### config.mk
export PLATFORM = sky130hd
export DESIGN_NAME = capture_timer
export DESIGN_NICKNAME = d
export VERILOG_FILES = /design/src/rtl/ct_pkg.sv /design/src/rtl/ct_sync_edge.sv /design/src/rtl/ct_prescale.sv /design/src/rtl/ct_capture.sv /design/src/rtl/ct_regs.sv /design/src/rtl/capture_timer.sv
export SDC_FILE = /design/constraint.sdc
export NUM_CORES = 1
export LEC_CHECK = 0
export BUFFER_PORTS_ARGS = -buffer_cell sky130_fd_sc_hd__clkbuf_2
export CORE_MARGIN = 3
export CORE_UTILIZATION = 55
export DETAILED_ROUTE_END_ITERATION = 16
export PLACE_DENSITY = 0.86
export SLEW_MARGIN = 25
export SYNTH_ARGS = -nofsm -noshare
export SYNTH_HDL_FRONTEND = slang
export SYNTH_SLANG_ARGS = --single-unit
### constraint.sdc
create_clock -name clk -period 2.4 [get_ports clk]
set_input_delay 0.48 -clock clk [delete_from_list [all_inputs] [get_ports clk]]
set_output_delay 0.48 -clock clk [all_outputs]
set_load 0.01 [all_outputs]
### src/rtl/ct_pkg.sv
package ct_pkg;
  localparam int unsigned PRE_W  = 2;
  localparam int unsigned SEL_W  = 3;
  localparam int unsigned ADDR_W = 3;

  localparam logic [ADDR_W-1:0] A_PRE = 3'd0;
  localparam logic [ADDR_W-1:0] A_CKS = 3'd1;
  localparam logic [ADDR_W-1:0] A_CED = 3'd2;
  localparam logic [ADDR_W-1:0] A_CTL = 3'd3;
  localparam logic [ADDR_W-1:0] A_STA = 3'd4;
  localparam logic [ADDR_W-1:0] A_CNT = 3'd5;
  localparam logic [ADDR_W-1:0] A_CAP = 3'd6;

  typedef enum logic [1:0] {
    EDGE_OFF  = 2'd0,
    EDGE_RISE = 2'd1,
    EDGE_FALL = 2'd2,
    EDGE_BOTH = 2'd3
  } cap_edge_e;

  typedef struct packed {
    logic [PRE_W-1:0] pre_n;
    logic [SEL_W-1:0] csel;
    logic             ext_fall;
    cap_edge_e        cap_edge;
    logic             start;
    logic             irq_en;
  } ctrl_t;
endpackage

### src/rtl/ct_sync_edge.sv
module ct_sync_edge #(
  parameter int unsigned STAGES = 2
) (
  input  logic clk,
  input  logic rst_n,
  input  logic din,
  output logic rise,
  output logic fall
);
  // sh[STAGES-1] is the synchronised level, sh[STAGES] its previous value
  logic [STAGES:0] sh_q, sh_d;

  always_comb begin
    sh_d = {sh_q[STAGES-1:0], din};
  end

  always_ff @(posedge clk or negedge rst_n) begin
    if (!rst_n) sh_q <= '0;
    else        sh_q <= sh_d;
  end

  assign rise = sh_q[STAGES-1] & ~sh_q[STAGES];
  assign fall = ~sh_q[STAGES-1] & sh_q[STAGES];
endmodule

### src/rtl/ct_prescale.sv
module ct_prescale
  import ct_pkg::*;
#(
  parameter int unsigned PW = PRE_W,
  parameter int unsigned SW = SEL_W
) (
  input  logic          clk,
  input  logic          rst_n,
  input  logic          start,
  input  logic [PW-1:0] pre_n,
  input  logic [SW-1:0] csel,
  input  logic          ext_fall_sel,
  input  logic          ext_rise,
  input  logic          ext_fall,
  output logic          cnt_inc
);
  localparam int unsigned P1_W = (1 << PW) - 1;
  localparam int unsigned P2_W = (1 << (SW - 1)) - 1;

  logic [P1_W-1:0] p1_q, p1_d, m1;
  logic [P2_W-1:0] p2_q, p2_d, m2;
  logic            tick1, tick2, ext_tick, use_ext;

  always_comb begin
    for (int i = 0; i < P1_W; i++) m1[i] = (i < int'(pre_n));
    for (int i = 0; i < P2_W; i++) m2[i] = (i < int'(csel[SW-2:0]));
    use_ext  = csel[SW-1];
    tick1    = start && ((p1_q & m1) == m1);
    tick2    = tick1 && ((p2_q & m2) == m2);
    ext_tick = start && (ext_fall_sel ? ext_fall : ext_rise);
    cnt_inc  = use_ext ? ext_tick : tick2;
    p1_d     = start ? p1_q + 1'b1 : '0;
    if (!start)     p2_d = '0;
    else if (tick1) p2_d = p2_q + 1'b1;
    else            p2_d = p2_q;
  end

  always_ff @(posedge clk or negedge rst_n) begin
    if (!rst_n) begin
      p1_q <= '0;
      p2_q <= '0;
    end else begin
      p1_q <= p1_d;
      p2_q <= p2_d;
    end
  end
endmodule

### src/rtl/ct_capture.sv
module ct_capture
  import ct_pkg::*;
#(
  parameter int unsigned W = 16
) (
  input  logic         clk,
  input  logic         rst_n,
  input  cap_edge_e    cap_edge,
  input  logic         cap_rise,
  input  logic         cap_fall,
  input  logic [W-1:0] cnt,
  output logic         cap_evt,
  output logic [W-1:0] cap_q
);
  logic [W-1:0] cap_d;

  always_comb begin
    cap_evt = (cap_rise && (cap_edge == EDGE_RISE || cap_edge == EDGE_BOTH)) ||
              (cap_fall && (cap_edge == EDGE_FALL || cap_edge == EDGE_BOTH));
    cap_d   = cap_evt ? cnt : cap_q;
  end

  always_ff @(posedge clk or negedge rst_n) begin
    if (!rst_n) cap_q <= '0;
    else        cap_q <= cap_d;
  end
endmodule

### src/rtl/ct_regs.sv
module ct_regs
  import ct_pkg::*;
#(
  parameter int unsigned W = 16
) (
  input  logic              clk,
  input  logic              rst_n,
  input  logic              bus_wr,
  input  logic [ADDR_W-1:0] bus_addr,
  input  logic [W-1:0]      bus_wdata,
  input  logic [W-1:0]      cnt,
  input  logic [W-1:0]      cap,
  input  logic              cap_evt,
  output ctrl_t             ctrl_q,
  output logic              flag_q,
  output logic              cnt_wr,
  output logic [W-1:0]      bus_rdata
);
  ctrl_t      ctrl_d;
  logic       flag_d;
  logic [7:0] hb;

  function automatic logic [W-1:0] hi_lane(input logic [7:0] b);
    logic [W-1:0] r;
    r = '0;
    r[W-1 -: 8] = b;
    return r;
  endfunction

  always_comb begin
    hb     = bus_wdata[W-1 -: 8];
    ctrl_d = ctrl_q;
    cnt_wr = bus_wr && (bus_addr == A_CNT);
    if (bus_wr) begin
      case (bus_addr)
        A_PRE: ctrl_d.pre_n = hb[PRE_W-1:0];
        A_CKS: begin
          ctrl_d.csel     = hb[SEL_W-1:0];
          ctrl_d.ext_fall = hb[SEL_W];
        end
        A_CED: ctrl_d.cap_edge = cap_edge_e'(hb[1:0]);
        A_CTL: begin
          ctrl_d.start  = hb[0];
          ctrl_d.irq_en = hb[1];
        end
        default: ;
      endcase
    end
    // capture takes precedence over a write-one clear
    if (cap_evt)                                   flag_d = 1'b1;
    else if (bus_wr && bus_addr == A_STA && hb[0]) flag_d = 1'b0;
    else                                           flag_d = flag_q;
  end

  always_comb begin
    case (bus_addr)
      A_PRE:   bus_rdata = hi_lane(8'(ctrl_q.pre_n));
      A_CKS:   bus_rdata = hi_lane(8'({ctrl_q.ext_fall, ctrl_q.csel}));
      A_CED:   bus_rdata = hi_lane(8'(ctrl_q.cap_edge));
      A_CTL:   bus_rdata = hi_lane(8'({ctrl_q.irq_en, ctrl_q.start}));
      A_STA:   bus_rdata = hi_lane(8'(flag_q));
      A_CNT:   bus_rdata = cnt;
      A_CAP:   bus_rdata = cap;
      default: bus_rdata = '0;
    endcase
  end

  always_ff @(posedge clk or negedge rst_n) begin
    if (!rst_n) begin
      ctrl_q <= '0;
      flag_q <= 1'b0;
    end else begin
      ctrl_q <= ctrl_d;
      flag_q <= flag_d;
    end
  end
endmodule

### src/rtl/capture_timer.sv
module capture_timer
  import ct_pkg::*;
#(
  parameter int unsigned W      = 16,
  parameter int unsigned SYNC_N = 2
) (
  input  logic              clk,
  input  logic              rst_n,
  input  logic              bus_wr,
  input  logic [ADDR_W-1:0] bus_addr,
  input  logic [W-1:0]      bus_wdata,
  output logic [W-1:0]      bus_rdata,
  input  logic              ext_clk_in,
  input  logic              cap_in,
  output logic              irq
);
  logic [1:0]   rs_q;
  logic         rst_n_s;
  ctrl_t        ctrl_q;
  logic         flag_q, cnt_wr, cnt_inc, cap_evt, start_w;
  logic         ext_r, ext_f, cap_r, cap_f;
  logic [W-1:0] cnt_q, cnt_d, cap_q;

  always_ff @(posedge clk or negedge rst_n) begin
    if (!rst_n) rs_q <= '0;
    else        rs_q <= {rs_q[0], 1'b1};
  end
  assign rst_n_s = rs_q[1];
  assign start_w = ctrl_q.start;

  ct_sync_edge #(.STAGES(SYNC_N)) u_ext_sync (
    .clk(clk), .rst_n(rst_n_s), .din(ext_clk_in), .rise(ext_r), .fall(ext_f));

  ct_sync_edge #(.STAGES(SYNC_N)) u_cap_sync (
    .clk(clk), .rst_n(rst_n_s), .din(cap_in), .rise(cap_r), .fall(cap_f));

  ct_prescale #(.PW(PRE_W), .SW(SEL_W)) u_pre (
    .clk(clk), .rst_n(rst_n_s), .start(start_w), .pre_n(ctrl_q.pre_n),
    .csel(ctrl_q.csel), .ext_fall_sel(ctrl_q.ext_fall),
    .ext_rise(ext_r), .ext_fall(ext_f), .cnt_inc(cnt_inc));

  ct_capture #(.W(W)) u_cap (
    .clk(clk), .rst_n(rst_n_s), .cap_edge(ctrl_q.cap_edge),
    .cap_rise(cap_r), .cap_fall(cap_f), .cnt(cnt_q),
    .cap_evt(cap_evt), .cap_q(cap_q));

  ct_regs #(.W(W)) u_regs (
    .clk(clk), .rst_n(rst_n_s), .bus_wr(bus_wr), .bus_addr(bus_addr),
    .bus_wdata(bus_wdata), .cnt(cnt_q), .cap(cap_q), .cap_evt(cap_evt),
    .ctrl_q(ctrl_q), .flag_q(flag_q), .cnt_wr(cnt_wr), .bus_rdata(bus_rdata));

  always_comb begin
    if (cnt_wr)       cnt_d = bus_wdata;
    else if (cnt_inc) cnt_d = cnt_q + 1'b1;
    else              cnt_d = cnt_q;
  end

  always_ff @(posedge clk or negedge rst_n_s) begin
    if (!rst_n_s) cnt_q <= '0;
    else          cnt_q <= cnt_d;
  end

  assign irq = flag_q & ctrl_q.irq_en;
endmodule

==> flow_metrics.py <==
metrics = {
    "timing": {
        "slew_viol_final": 0,
        "final.setup.tns_ns": 0,
        "max_slew_margin_pct": 56.76,
        "setup_viol": 0,
        "worst_slew_pin_slew_ns": 0.6486,
        "fmax_ghz": 0.4883,
        "rsz0062_at_grt": "no",
        "fin_crit_ns": 2.048,
        "post-route-period-util_pct": 85.33,
        "hold_viol_final": 0,
        "setup_ws_ns": 0.3521,
        "skew_ns": 0.009807,
    },
    "clock_network": {
        "cts-root-buf": "clkbuf_8",
        "cts_tree": "yes",
        "cts_resized": 0,
        "h-tree-depth": 3,
        "clock_path_buffers": 2,
        "cts_made_buffers": 9,
        "cts_sinks": 57,
        "path_clk_slew_ns": 0.06,
        "cts_hold_buf": 1,
        "clkLatencyLatePin_ns": 0.34,
        "cts_setup_buffers": 0,
    },
    "power": {
        "ir_drop_uv": 610.5,
        "leakage_nw": 1.412,
        "powerDensity_mw_per_mm2": 981.7,
    },
    "setup_path": {
        "cp-end-kind": "flip-flop",
        "path_max_fanout": 16,
        "cp.buffers_inverters": 0,
        "critPathSlowestCell": "nor4_1",
        "r2r_cells": 6,
        "critPathKind": "reg -> reg",
        "r2r_end": "cnt_q[14]",
        "critPathLaunchType": "flip-flop",
        "rr_startpoint": "u_regs.ctrl_q[8]",
        "critPathArrivalTime_ns": 2.25,
        "worst_ep_required_time_ns": 2.61,
        "path_cells": "nor2b_1 -> o221ai_2 -> a31oi_4 -> nor4_1 -> xnor2_1 -> a21oi_1",
        "crit_family": "compound AO/OA/AOI/OAI gates",
        "worst_path_largest_cell_delay_ns": 0.45,
        "rrSetupSlack_ns": 0.35,
    },
    "place": {
        "place_area_mm2": 0.003168,
        "dp_cells": 360,
        "dp_slack_ns": 0.3842,
        "numPortBuffers": 40,
        "gp_congestion": 0.8844,
        "dp_hpwl_um": 4350,
    },
    "yosys": {
        "yosys.area.top_type": "dfrtp_1",
        "synthSimpleGateAreaFrac_pct": 17.51,
        "synth_top_flop_cell": "dfrtp_1",
        "yosys-top-cells-count": "dfrtp_1, mux2_2, nor2_1",
        "syn_avg_cell_area_um2": 11.25,
        "synth-compound-area-share_pct": 10.04,
        "synth-xor-area-share_pct": 5.476,
        "synth-async-reset-ratio_pct": 100.0,
        "synth_top_family_by_area": "simple AND/OR/NAND/NOR gates",
        "synth_cells": 256,
        "synth_edf_count": 0,
        "ys_warn_count": 0,
        "synth_area_mm2": 0.002879,
        "yosys-top-cells-area": "dfrtp_1, mux2_2, nor2b_1, xnor2_1, a21oi_1",
        "synth-seq-area-share_pct": 49.54,
        "synth_cell_types": 42,
        "synth_most_common_cell": "dfrtp_1",
        "synthAdderAreaFrac_pct": 1.304,
        "synth_nets": 283,
        "synth_top_area_share_pct": 49.54,
        "synthMuxAreaShare_pct": 13.52,
        "ys_ff_latch": 57,
    },
    "drt": {
        "drt-wirelength-per-cell_um": 16.48,
        "firstDrtPassIters": 4,
        "wl_um": 6213,
        "drt_iter0_markers": 146,
        "avgViaCountPerCell": 5.581,
        "ant_nets": 0,
        "drc": 0,
        "vias": 2104,
    },
    "min_path": {
        "min_from": "ext_clk_in",
        "hold_class": "in -> reg",
        "min_to": "u_ext_sync.sh_q[0]",
        "hold_depth": 1,
    },
    "global_routing": {
        "grt_pass1_vias": 2181,
        "gr-max-usage-layer": "met2",
        "antenna_found_initial": 0,
        "overflow": 0,
        "grt_util_met3_pct": 4.587,
        "grt_usage_pct": 22.88,
        "grt_pass1_wl_um": 10630,
        "grtUsageMet1_pct": 30.13,
        "grt_util_met2_pct": 35.87,
        "grt_max_degree": 33,
    },
    "outcome": {
        "status": "finished clean",
    },
    "layout": {
        "drive_gt1_share_pct": 33.55,
        "area_delta_synth_final_pct": 16.43,
        "final_util_pct": 68.69,
        "fin_nets": 332,
        "fill_cells": 380,
        "finalNonFillerCells": 377,
        "final_cell_area_mm2": 0.003352,
        "antennaDiodeCount": 0,
    },
    "floorplan": {
        "fp.coreArea_mm2": 0.004880,
        "die_area_mm2": 0.006139,
        "die_x_um": 78.35,
        "rows": 25,
        "die_h_um": 78.35,
        "io_pins": 41,
        "initial_utilization_pct": 59.00,
    },
    "flow_run": {
        "maxCapViolCount": 0,
    },
}
cell families after synthesis:
| kind of cell | count (synthesis) |
|---|---|
| and+or+nand+nor | 87 |
| DFF | 57 |
| AOI/OAI and AO/OA | 42 |
| muxes | 34 |
| xor gates and xnor gates | 18 |
| buffers and inverters | 14 |
| adders and majority gates | 3 |
| other | 1 |
layout by cell type (no fill, tap or decap), types with 5 or more instances in the layout:
master / instances
xor2_1: 5
mux2_2: 29
clkbuf_8: 11
and2_1: 5
dfrtp_1: 56
a22oi_1: 12
nor2b_1: 19
a21oi_1: 20
clkbuf_2: 40
nand2_1: 7
buf_4: 9
nor2_1: 26
xnor2_1: 13
routing by layer:
metal / part of all wire [%] / vias to the layer above / wire length [µm]
met5: 0 / - / 0
met4: 2.6 / 0 / 163
met3: 5.6 / 19 / 345
met2: 48 / 63 / 2966
met1: 44 / 1022 / 2738
li1: - / 1000 / -
through the flow:
stage	power [mW]	hold WS, ns
global placement	2.412	0.2671
detailed placement	2.487	0.2670
floorplan	2.184	0.1844
global route	3.498	0.2550
CTS	3.296	0.2465
finish	3.291	0.2531
worst max path at each step:
stage / start / endpoint / slack (ns) / depth (start not counted)
after global placement: bus_addr[2] / bus_rdata[8] / 0.43 / 7
after floorplan: bus_addr[0] / bus_rdata[0] / 0.39 / 5
final: u_regs.ctrl_q[8] / cnt_q[14] / 0.35 / 6
after global routing: u_regs.ctrl_q[8] / cnt_q[14] / 0.25 / 6
after detailed placement: u_regs.ctrl_q[8] / cnt_q[14] / 0.38 / 6
after CTS: u_regs.ctrl_q[8] / cnt_q[14] / 0.36 / 6
where the power goes:
part	switching (mW)	internal, mW
clock	0.367	0.426
combinational	0.424	0.483
sequential	0.327	1.26
total	1.12	2.17
state kept, by name (all words and copies together), names as in the netlist:
name	count
rs_q	2
u_pre.p2_q	3
u_regs.flag_q	1
u_ext_sync.sh_q	3
u_pre.p1_q	3
cnt_q	16
u_regs.ctrl_q	10
u_cap_sync.sh_q	3
u_cap.cap_q	16
final cells by class:
cell class	instances	area [µm²]	share of cell area, %
clock buffers	13	158.9	4.741
inverters	2	7.507	0.2240
repair buffers	50	277.8	8.287
well taps	67	83.83	2.501
clock inverters	3	15.01	0.4479
multi-input cells	185	1381	41.21
flip-flops and latches	57	1428	42.59
Note: power is estimated with default switching activity, not from simulation.
